**src/rtl/baud_tick_pkg.sv**
```systemverilog
package baud_tick_pkg;

  typedef enum logic [1:0] {
    OVS_X16 = 2'b00,
    OVS_X8  = 2'b01,
    OVS_X3  = 2'b10,
    OVS_RSV = 2'b11
  } ovs_e;

  localparam int OVS_CNT_W = 5;

  function automatic logic [OVS_CNT_W-1:0] ovs_ratio(input ovs_e sel);
    case (sel)
      OVS_X8:  ovs_ratio = OVS_CNT_W'(8);
      OVS_X3:  ovs_ratio = OVS_CNT_W'(3);
      default: ovs_ratio = OVS_CNT_W'(16);
    endcase
  endfunction

endpackage

```
**src/rtl/bt_prescaler.sv**
```systemverilog
module bt_prescaler #(
  parameter int PRESC_W = 3
) (
  input  logic               clk,
  input  logic               rst,
  input  logic               run,
  input  logic [PRESC_W-1:0] presc,
  output logic               ce
);

  logic [PRESC_W-1:0] pcnt;

  always_ff @(posedge clk) begin
    if (rst || !run) begin
      pcnt <= '0;
      ce   <= 1'b0;
    end else if (pcnt == presc) begin
      pcnt <= '0;
      ce   <= 1'b1;
    end else begin
      pcnt <= pcnt + 1'b1;
      ce   <= 1'b0;
    end
  end

  // a divide above one leaves a gap after every enable pulse
  p_ce_gap_r1: assert property (@(posedge clk) disable iff (rst)
    (run && ce && presc != '0) |=> !ce);

  // a stopped prescaler produces no enables
  p_ce_idle_r6: assert property (@(posedge clk) disable iff (rst)
    !run |=> !ce);

endmodule

```
**src/rtl/bt_frac_div.sv**
```systemverilog
module bt_frac_div #(
  parameter int INT_W  = 16,
  parameter int FRAC_W = 6
) (
  input  logic              clk,
  input  logic              rst,
  input  logic              run,
  input  logic              ce,
  input  logic [INT_W-1:0]  div_int,
  input  logic [FRAC_W-1:0] div_frac,
  output logic              tick
);

  localparam int CNT_W = INT_W + 1;

  logic [CNT_W-1:0]  cnt;
  logic [FRAC_W-1:0] phase;
  logic [FRAC_W:0]   phase_sum;
  logic [CNT_W-1:0]  target;
  logic              whole_ok;

  // The stretch for the current period comes from the phase before it is updated.
  assign phase_sum = {1'b0, phase} + {1'b0, div_frac};
  assign target    = {1'b0, div_int} + CNT_W'(phase_sum[FRAC_W]);
  assign whole_ok  = (div_int != '0);

  always_ff @(posedge clk) begin
    if (rst || !run) begin
      cnt   <= '0;
      phase <= '0;
      tick  <= 1'b0;
    end else begin
      tick <= 1'b0;
      if (ce && whole_ok) begin
        if (cnt + 1'b1 >= target) begin
          cnt   <= '0;
          phase <= phase_sum[FRAC_W-1:0];
          tick  <= 1'b1;
        end else begin
          cnt <= cnt + 1'b1;
        end
      end
    end
  end

  // a zero whole part never yields a tick
  p_no_tick_zero_r4: assert property (@(posedge clk) disable iff (rst)
    (div_int == '0) |-> !tick);

  // a tick can only follow a prescaled enable
  p_tick_on_ce_r2: assert property (@(posedge clk) disable iff (rst)
    tick |-> $past(ce));

endmodule

```
**src/rtl/bt_ovs_counter.sv**
```systemverilog
module bt_ovs_counter
  import baud_tick_pkg::*;
(
  input  logic clk,
  input  logic rst,
  input  logic run,
  input  logic tick,
  input  ovs_e ovs,
  output logic strobe
);

  logic [OVS_CNT_W-1:0] ocnt;
  logic [OVS_CNT_W-1:0] last_idx;

  assign last_idx = ovs_ratio(ovs) - 1'b1;

  always_ff @(posedge clk) begin
    if (rst || !run) begin
      ocnt   <= '0;
      strobe <= 1'b0;
    end else begin
      strobe <= 1'b0;
      if (tick) begin
        if (ocnt >= last_idx) begin
          ocnt   <= '0;
          strobe <= 1'b1;
        end else begin
          ocnt <= ocnt + 1'b1;
        end
      end
    end
  end

  // each strobe closes a group of ticks
  p_strobe_after_tick_r5: assert property (@(posedge clk) disable iff (rst)
    strobe |-> $past(tick));

  // strobes are single-cycle pulses
  p_strobe_pulse_r9: assert property (@(posedge clk) disable iff (rst)
    strobe |=> !strobe);

endmodule

```
**src/rtl/baud_tick_gen.sv**
```systemverilog
module baud_tick_gen
  import baud_tick_pkg::*;
#(
  parameter int PRESC_W = 3,
  parameter int INT_W   = 16,
  parameter int FRAC_W  = 6
) (
  input  logic               clk,
  input  logic               rst,
  input  logic               en,
  input  logic [PRESC_W-1:0] presc_sel,
  input  logic [INT_W-1:0]   div_int,
  input  logic [FRAC_W-1:0]  div_frac,
  input  logic [1:0]         ovs_sel,
  output logic               tick,
  output logic               bit_strobe
);

  logic               run;
  logic [PRESC_W-1:0] presc_q;
  logic [INT_W-1:0]   int_q;
  logic [FRAC_W-1:0]  frac_q;
  ovs_e               ovs_q;
  logic               ce;
  logic               tick_i;

  // Settings are captured only while the block is stopped.
  always_ff @(posedge clk) begin
    if (rst) begin
      run     <= 1'b0;
      presc_q <= '0;
      int_q   <= '0;
      frac_q  <= '0;
      ovs_q   <= OVS_X16;
    end else begin
      run <= en;
      if (!run) begin
        presc_q <= presc_sel;
        int_q   <= div_int;
        frac_q  <= div_frac;
        ovs_q   <= ovs_e'(ovs_sel);
      end
    end
  end

  bt_prescaler #(.PRESC_W(PRESC_W)) u_presc (
    .clk   (clk),
    .rst   (rst),
    .run   (run),
    .presc (presc_q),
    .ce    (ce)
  );

  bt_frac_div #(.INT_W(INT_W), .FRAC_W(FRAC_W)) u_frac (
    .clk      (clk),
    .rst      (rst),
    .run      (run),
    .ce       (ce),
    .div_int  (int_q),
    .div_frac (frac_q),
    .tick     (tick_i)
  );

  bt_ovs_counter u_ovs (
    .clk    (clk),
    .rst    (rst),
    .run    (run),
    .tick   (tick_i),
    .ovs    (ovs_q),
    .strobe (bit_strobe)
  );

  assign tick = tick_i;

  // captured settings hold still while running
  p_cfg_frozen_r7: assert property (@(posedge clk) disable iff (rst)
    (run && $past(run)) |-> ($stable(int_q) && $stable(frac_q) && $stable(presc_q)));

  // outputs idle while stopped
  p_idle_quiet_r8: assert property (@(posedge clk) disable iff (rst)
    !$past(run) |-> (!tick && !bit_strobe));

endmodule

```
**config.mk**
```make
export PLATFORM = sky130hd
export DESIGN_NAME = baud_tick_gen
export DESIGN_NICKNAME = d
export VERILOG_FILES = /design/src/rtl/baud_tick_pkg.sv /design/src/rtl/bt_prescaler.sv /design/src/rtl/bt_frac_div.sv /design/src/rtl/bt_ovs_counter.sv /design/src/rtl/baud_tick_gen.sv
export SDC_FILE = /design/constraint.sdc
export NUM_CORES = 1
export LEC_CHECK = 0
export ABC_AREA = 0
export BUFFER_PORTS_ARGS = -buffer_cell sky130_fd_sc_hd__buf_2
export CAP_MARGIN = 5
export CORE_ASPECT_RATIO = 1.5
export CORE_UTILIZATION = 60
export DETAILED_ROUTE_END_ITERATION = 12
export PLACE_DENSITY_LB_ADDON = 0.12
export RECOVER_POWER = 25
export SYNTH_ARGS = -nofsm -noshare
export SYNTH_HDL_FRONTEND = slang
export SYNTH_SLANG_ARGS = --single-unit
```
**constraint.sdc**
```tcl
create_clock -name clk -period 11.6 [get_ports clk]
set_clock_uncertainty 0.05 [all_clocks]
set_input_delay 0 -clock clk [delete_from_list [all_inputs] [get_ports clk]]
set_output_delay 0 -clock clk [all_outputs]
set_load 0.02 [all_outputs]
```
### Word level (Yosys, flattened, before mapping)

Cells that the tools add are included.
Widths: inputs -> output; s select.

* $add $sub $neg: 6
* magnitude comparators: 2
* equality and inequality tests: 3
* multiplexer cells: 6
* bitwise logic cells: 2
* reduce and logical (&&, ||, !) cells: 8

Operator list (count)
* $add 16x1->17: 1
* $add 17x1->17 const B: 1
* $ge 17x17->1: 1
* $mux 17: 1
* $reduce_bool 16->1: 1
* $pmux 5 s2: 1
* $add 6x6->7: 1
* $reduce_or 2->1: 3
* $add 5x1->5 const B: 1
* $ge 5x5->1: 1
* $mux 5: 1
* $sub 5x1->5 const B: 1
* $add 3x1->3 const B: 1
* $eq 3x3->1: 1
* $mux 1: 3
* $eq 2x1->1 const B: 1
* $eq 2x2->1 const B: 1
* $not 1->1: 2
* $reduce_and 2->1: 1
* $logic_and 1x1->1: 1
* $logic_not 1->1: 1
* $logic_or 1x1->1: 1

* bits in registers: 62
* input bits: 30
* output and inout bits: 2
* logic and storage cells: 39

### Depth between registers and ports, before layout

* depth in word-level cells: 5
* mapped depth: 22
* mapped depth without buffers: 21

### By module

From an unflattened synthesis, not the netlist that was laid out.

* cells, all modules: 411
* area total of the unflattened synthesis: 3733.6 µm²

By module, submodules not included
* bt_frac_div: instances 1, cells each 262, area an instance 2137.0 µm², sequential area each 480.5 µm²
* baud_tick_gen: instances 1, cells each 89, area an instance 1004.7 µm², sequential area each 560.5 µm²
* bt_ovs_counter: instances 1, cells each 45, area an instance 417.9 µm², sequential area each 120.1 µm²
* bt_prescaler: instances 1, cells each 15, area an instance 173.9 µm², sequential area each 80.1 µm²

### Worst setup path before layout

No wires, ideal clock.

* path type: reg2reg
* start point: register frac_q[0]
* end point: register u_frac.phase[2]
* library setup time: 58 ps
* arrival: 3839 ps
* required time: 11492 ps
* setup slack: 7653 ps
* stages on the path, launching flop included: 21
* buffers on the path: 0
* clock period less this slack: 3947 ps
* path through: dfxtp_1 ha_1 inv_1 fa_1 nor2b_1 o21a_1 o21a_1 o21ai_0 nand2b_1 ha_1 nand4_1 nor3_1 nand3_1 xor2_1 ha_1 a21oi_1 a21boi_0 a211o_1 nand2_1 a2111oi_0 a31o_2

* longest elaborated chain between the ends: 4

RTL lines
* from (decl): RTL line baud_tick_gen.sv:22 `logic [FRAC_W-1:0] frac_q;`
* from (signal assigned): RTL line baud_tick_gen.sv:40 `frac_q <= div_frac;`
* $add 6x6->7 *: RTL line bt_frac_div.sv:23 `assign phase_sum = {1'b0, phase} + {1'b0, div_frac};`
* $add 16x1->17: RTL line bt_frac_div.sv:24 `assign target = {1'b0, div_int} + CNT_W'(phase_sum[FRAC_W]);`
* $ge 17x17->1: RTL line bt_frac_div.sv:35 `if (cnt + 1'b1 >= target) begin`
* $reduce_and 2->1 (no source line)
* to (signal assigned): RTL line bt_frac_div.sv:37 `phase <= phase_sum[FRAC_W-1:0];`
* to (decl): RTL line bt_frac_div.sv:17 `logic [FRAC_W-1:0] phase;`

Every way passes the cells marked *; elsewhere a longest branch is shown, timed or not.
A chain may end at the register's enable or synchronous reset.

### Worst setup path after layout

Ends and elaborated chain as after synthesis.

==> summary.md <==
| Metric | Value |
|---|---|
| Clock power share | `around 43%` |
| Detailed Route Iter0 Violations | `165` |
| MaxCap Viol Count | `0` |
| Fin. Hold Viols | `0` |
| Cell taking the most area after synthesis | `dfxtp_1` |
| Post-synth EDFFs | `0` |
| GRT overflow | `0` |
| Final worst-path cycle share | `39.2%` |
| Vias in the first global route | `3079` |
| Synth Net Count | `459` |
| DP Area | `3780 sq um` |
| Hold Startpoint | `rst` |
| Met3 WL | `235 microns` |
| Register area share after synthesis | `34.6%` |
| Non-Filler Instances | `529` |
| Internal | `0.000371 W` |
| Clock slew at reported path FFs | `0.07 ns` |
| Longest Clk Path Bufs | `2` |
| Cts bufs inserted | `9` |
| Combinational share of power | `9.6%` |
| Outcome | `finished clean` |
| Final setup viols | `0` |
| CORE AREA | `5790 sq um` |
| Initial Util | `62.1%` |
| Final min period | `~4.6 ns` |
| Async set-reset flop share out of synthesis | `0%` |
| Met2 Wirelength | `between 4 and 5 mm` |
| Main synth FF type | `dfxtp_1` |
| Cells after synthesis | `~400` |
| GRT Total Usage | `28.2%` |
| Placed Cells | `485` |
| Psw | `0.000114 W` |
| Ratio of cells with drive above 1 in the final layout | `11.4%` |
| Routed vias | `roughly 3000` |
| P&R area growth vs syn | `19.1%` |
| IO buf count | `31` |
| Metal-1 WL | `around 3.2 mm` |
| Total die area | `6310 sq um` |
| Peak Freq | `about 0.22 GHz` |
| Area fraction of the dominant cell type after synthesis | `34.6%` |
| Library cells used by synthesis | `48` |
| R2R Path End | `u_frac.phase[2]$_SDFFE_PP0P_` |
| Synth area leaders | `dfxtp_1 (35%), ha_1 (11%), mux2i_1 (8.9%)` |
| Drt pass-1 iters | `4` |
| Syn Area/Cell | `~9 sq um` |
| RSZ-0062 raised after global routing | `no` |
| Critical path peak fanout | `4` |
| DRC violations left | `0` |
| Die Wd | `approximately 65 microns` |
| # rows | `34` |
| Sequential share of power | `47.1%` |
| WP data required | `11.84 ns` |
| #FFs+latches synth | `slightly above 60` |
| Slew HR | `40.3%` |
| GPL Wtd Cong | `0.833` |
| Pwr dens | `113 nW/um^2` |
| Critical Path End Type | `register` |
| Switching power share of the total | `23.5%` |
| WHS | `~0.063 ns` |
| First-pass GRT wire length | `13.7 mm` |
| CP Class | `register to register` |
| Synthesis warning total | `0` |
| Vias per cell | `5.81` |
| CTS Sinks | `between 60 and 70` |
| Post-cts resize count | `0` |
| ANT cells | `0` |
| Die Span Y | `96.8 microns` |
| Worst slew pin tran | `0.893 ns` |
| Post-Route WL | `~8.1 mm` |
| Cell area after layout | `approximately 4300 sq um` |
| Max rail drop VDD | `a little under 100 uV` |
| Clk Latency, worst-skew pair | `0.35 ns` |
| Post-route setup TNS | `0 ns` |
| I/O Pins | `32` |
| Fin. max-slew vios | `0` |
| CP Launch Type | `register` |
| Initial antenna violation count | `0` |
| Hold Path End | `int_q[11]$_SDFFE_PP0N_` |
| H-tree depth reported by CTS | `3` |
| Top Metal Used | `met4` |
| Largest net degree at the start of global routing | `31` |
| Hold Crit Depth | `2` |
| Worst Reg-to-Reg Cells | `20` |
| Worst EP arrival | `4.79 ns` |
| Worst r2r src | `frac_q[0]$_SDFFE_PP0N_` |
| Clk root buf | `clkbuf_8` |
| WL/cell | `15.3 microns` |
| Nets | `516` |
| Detail Route Antenna Nets | `0` |
| Post-detail-place hpwl | `5.73 mm` |
| Mapped Area | `3590 sq um` |
| Leakage | `around 1.8 nW` |
| CTS tree | `done` |
| Worst Hold Class | `input port to register` |
| R2r setup slk | `7.05 ns` |
==> flip-flops by register name, indices dropped and copies added, names as in the netlist <==
register / count
frac_q: 6
int_q: 16
ovs_q: 2
presc_q: 3
run: 1
u_frac.cnt: 17
u_frac.phase: 6
u_frac.tick: 1
u_ovs.ocnt: 5
u_ovs.strobe: 1
u_presc.ce: 1
u_presc.pcnt: 3
==> synth_stat cells, drive strengths merged (4+ instances only) <==
cell / number
dfxtp: 62
o21ai: 6
o31ai: 6
nor2b: 7
ha: 33
inv: 13
a2bb2oi: 4
a22o: 7
xor2: 16
a21oi: 7
nand2: 27
nand3: 16
and2: 4
mux2i: 32
clkbuf: 9
nor2: 52
nor3: 7
buf: 6
xnor2: 25
nor4: 4
nand4: 19
==> routing by layer <==
metal / up-vias / GRT usage (%)
li1: 1527 / -
met1: 1462 / 30.3
met4: 0 / 16.2
met5: - / 0
met2: 62 / 50.1
met3: 24 / 4.36
==> power by group through the flow <==
| stage | logic (W) | registers [W] | clock network, W |
|---|---|---|---|
| 6_report | 0.0000463 | 0.000228 | 0.000210 |
| 5_1_grt | 0.0000515 | 0.000229 | 0.000221 |
| 4_1_cts | 0.0000459 | 0.000228 | 0.000213 |
| 3_5_place_dp | 0.0000384 | 0.000233 | 0 |
| 3_3_place_gp | 0.0000373 | 0.000232 | 0 |
| 2_1_floorplan | 0.0000295 | 0.000229 | 0 |
==> worst max-delay path: stages (launching register included) <==
cell       delay (ns)
dfxtp_1          0.34
ha_1             0.17
inv_1            0.06
fa_1             0.37
nor2b_1          0.14
o21a_1           0.15
o21a_1           0.13
o21ai_0          0.08
nand2b_1         0.11
ha_1             0.21
nand4_1          0.16
nor3_1           0.40
nand3_1          0.15
xor2_1           0.17
ha_1             0.33
nand3_1          0.09
a21boi_0         0.29
a211o_1          0.31
nand2_1          0.16
a2111oi_0        0.46
a31o_2           0.16
==> cell type report <==
cell class	instances	area, sq um
multi-input combinational	305	2230
fill	455	1510
sequential	62	1240
timing repair buffer	61	448
clock buffer	12	145
tap	72	90.1
clock inverter	4	70.1
inverter	13	48.8
==> worst max path at each step <==
stage	start	endpoint	slack, ns
after floorplan	frac_q[0]$_SDFFE_PP0N_	u_frac.phase[2]$_SDFFE_PP0P_	7.65
after global placement	frac_q[0]$_SDFFE_PP0N_	u_frac.cnt[2]$_SDFFE_PP0P_	7.19
after detailed placement	frac_q[0]$_SDFFE_PP0N_	u_frac.phase[2]$_SDFFE_PP0P_	7.15
after CTS	frac_q[0]$_SDFFE_PP0N_	u_frac.phase[4]$_SDFFE_PP0P_	7.08
after global routing	frac_q[0]$_SDFFE_PP0N_	u_frac.phase[4]$_SDFFE_PP0P_	6.53
final	frac_q[0]$_SDFFE_PP0N_	u_frac.phase[2]$_SDFFE_PP0P_	7.05
==> cell families after synthesis <==
kind of cell,count (synthesis),synth area share (%)
DFF,62,34.6
adders and majority gates,34,12.1
xor gates and xnor gates,41,10.0
and+or+nand+nor,145,19.5
AOI/OAI and AO/OA,53,11.8
buffers and inverters,28,3.24
muxes,32,8.92
==> repair_timing <==
| action | 4_1_cts | 5_1_grt |
|---|---|---|
| hold buffers | 28 | 0 |
| endpoints found under the hold margin | 28 | 0 |
| buffers inserted | 0 | 0 |
==> through the flow <==
step / util, % / worst slack, ns / power, W
final: 73.9 / 7.05 / 0.000485
after CTS: 74.0 / 7.08 / 0.000487
after floorplan: - / 7.65 / 0.000259
after global placement: 65.4 / 7.19 / 0.000270
after global routing: 73.9 / 6.53 / 0.000501
after detailed placement: 65.4 / 7.15 / 0.000271
==> layout by cell type, fill, tap and decap left out, drive strengths merged, types with 6 or more instances in the layout <==
cell type | Yosys | final
a21oi | 7 | 7
a22o | 7 | 7
buf | 6 | 31
clkbuf | 9 | 14
dfxtp | 62 | 62
dlygate4sd3 | 0 | 28
ha | 33 | 33
inv | 13 | 13
mux2i | 32 | 32
nand2 | 27 | 27
nand3 | 16 | 16
nand4 | 19 | 19
nor2 | 52 | 52
nor2b | 7 | 7
nor3 | 7 | 7
o21ai | 6 | 6
o31ai | 6 | 6
xnor2 | 25 | 25
xor2 | 16 | 16
No activity file was read; power rests on OpenSTA's default activity.
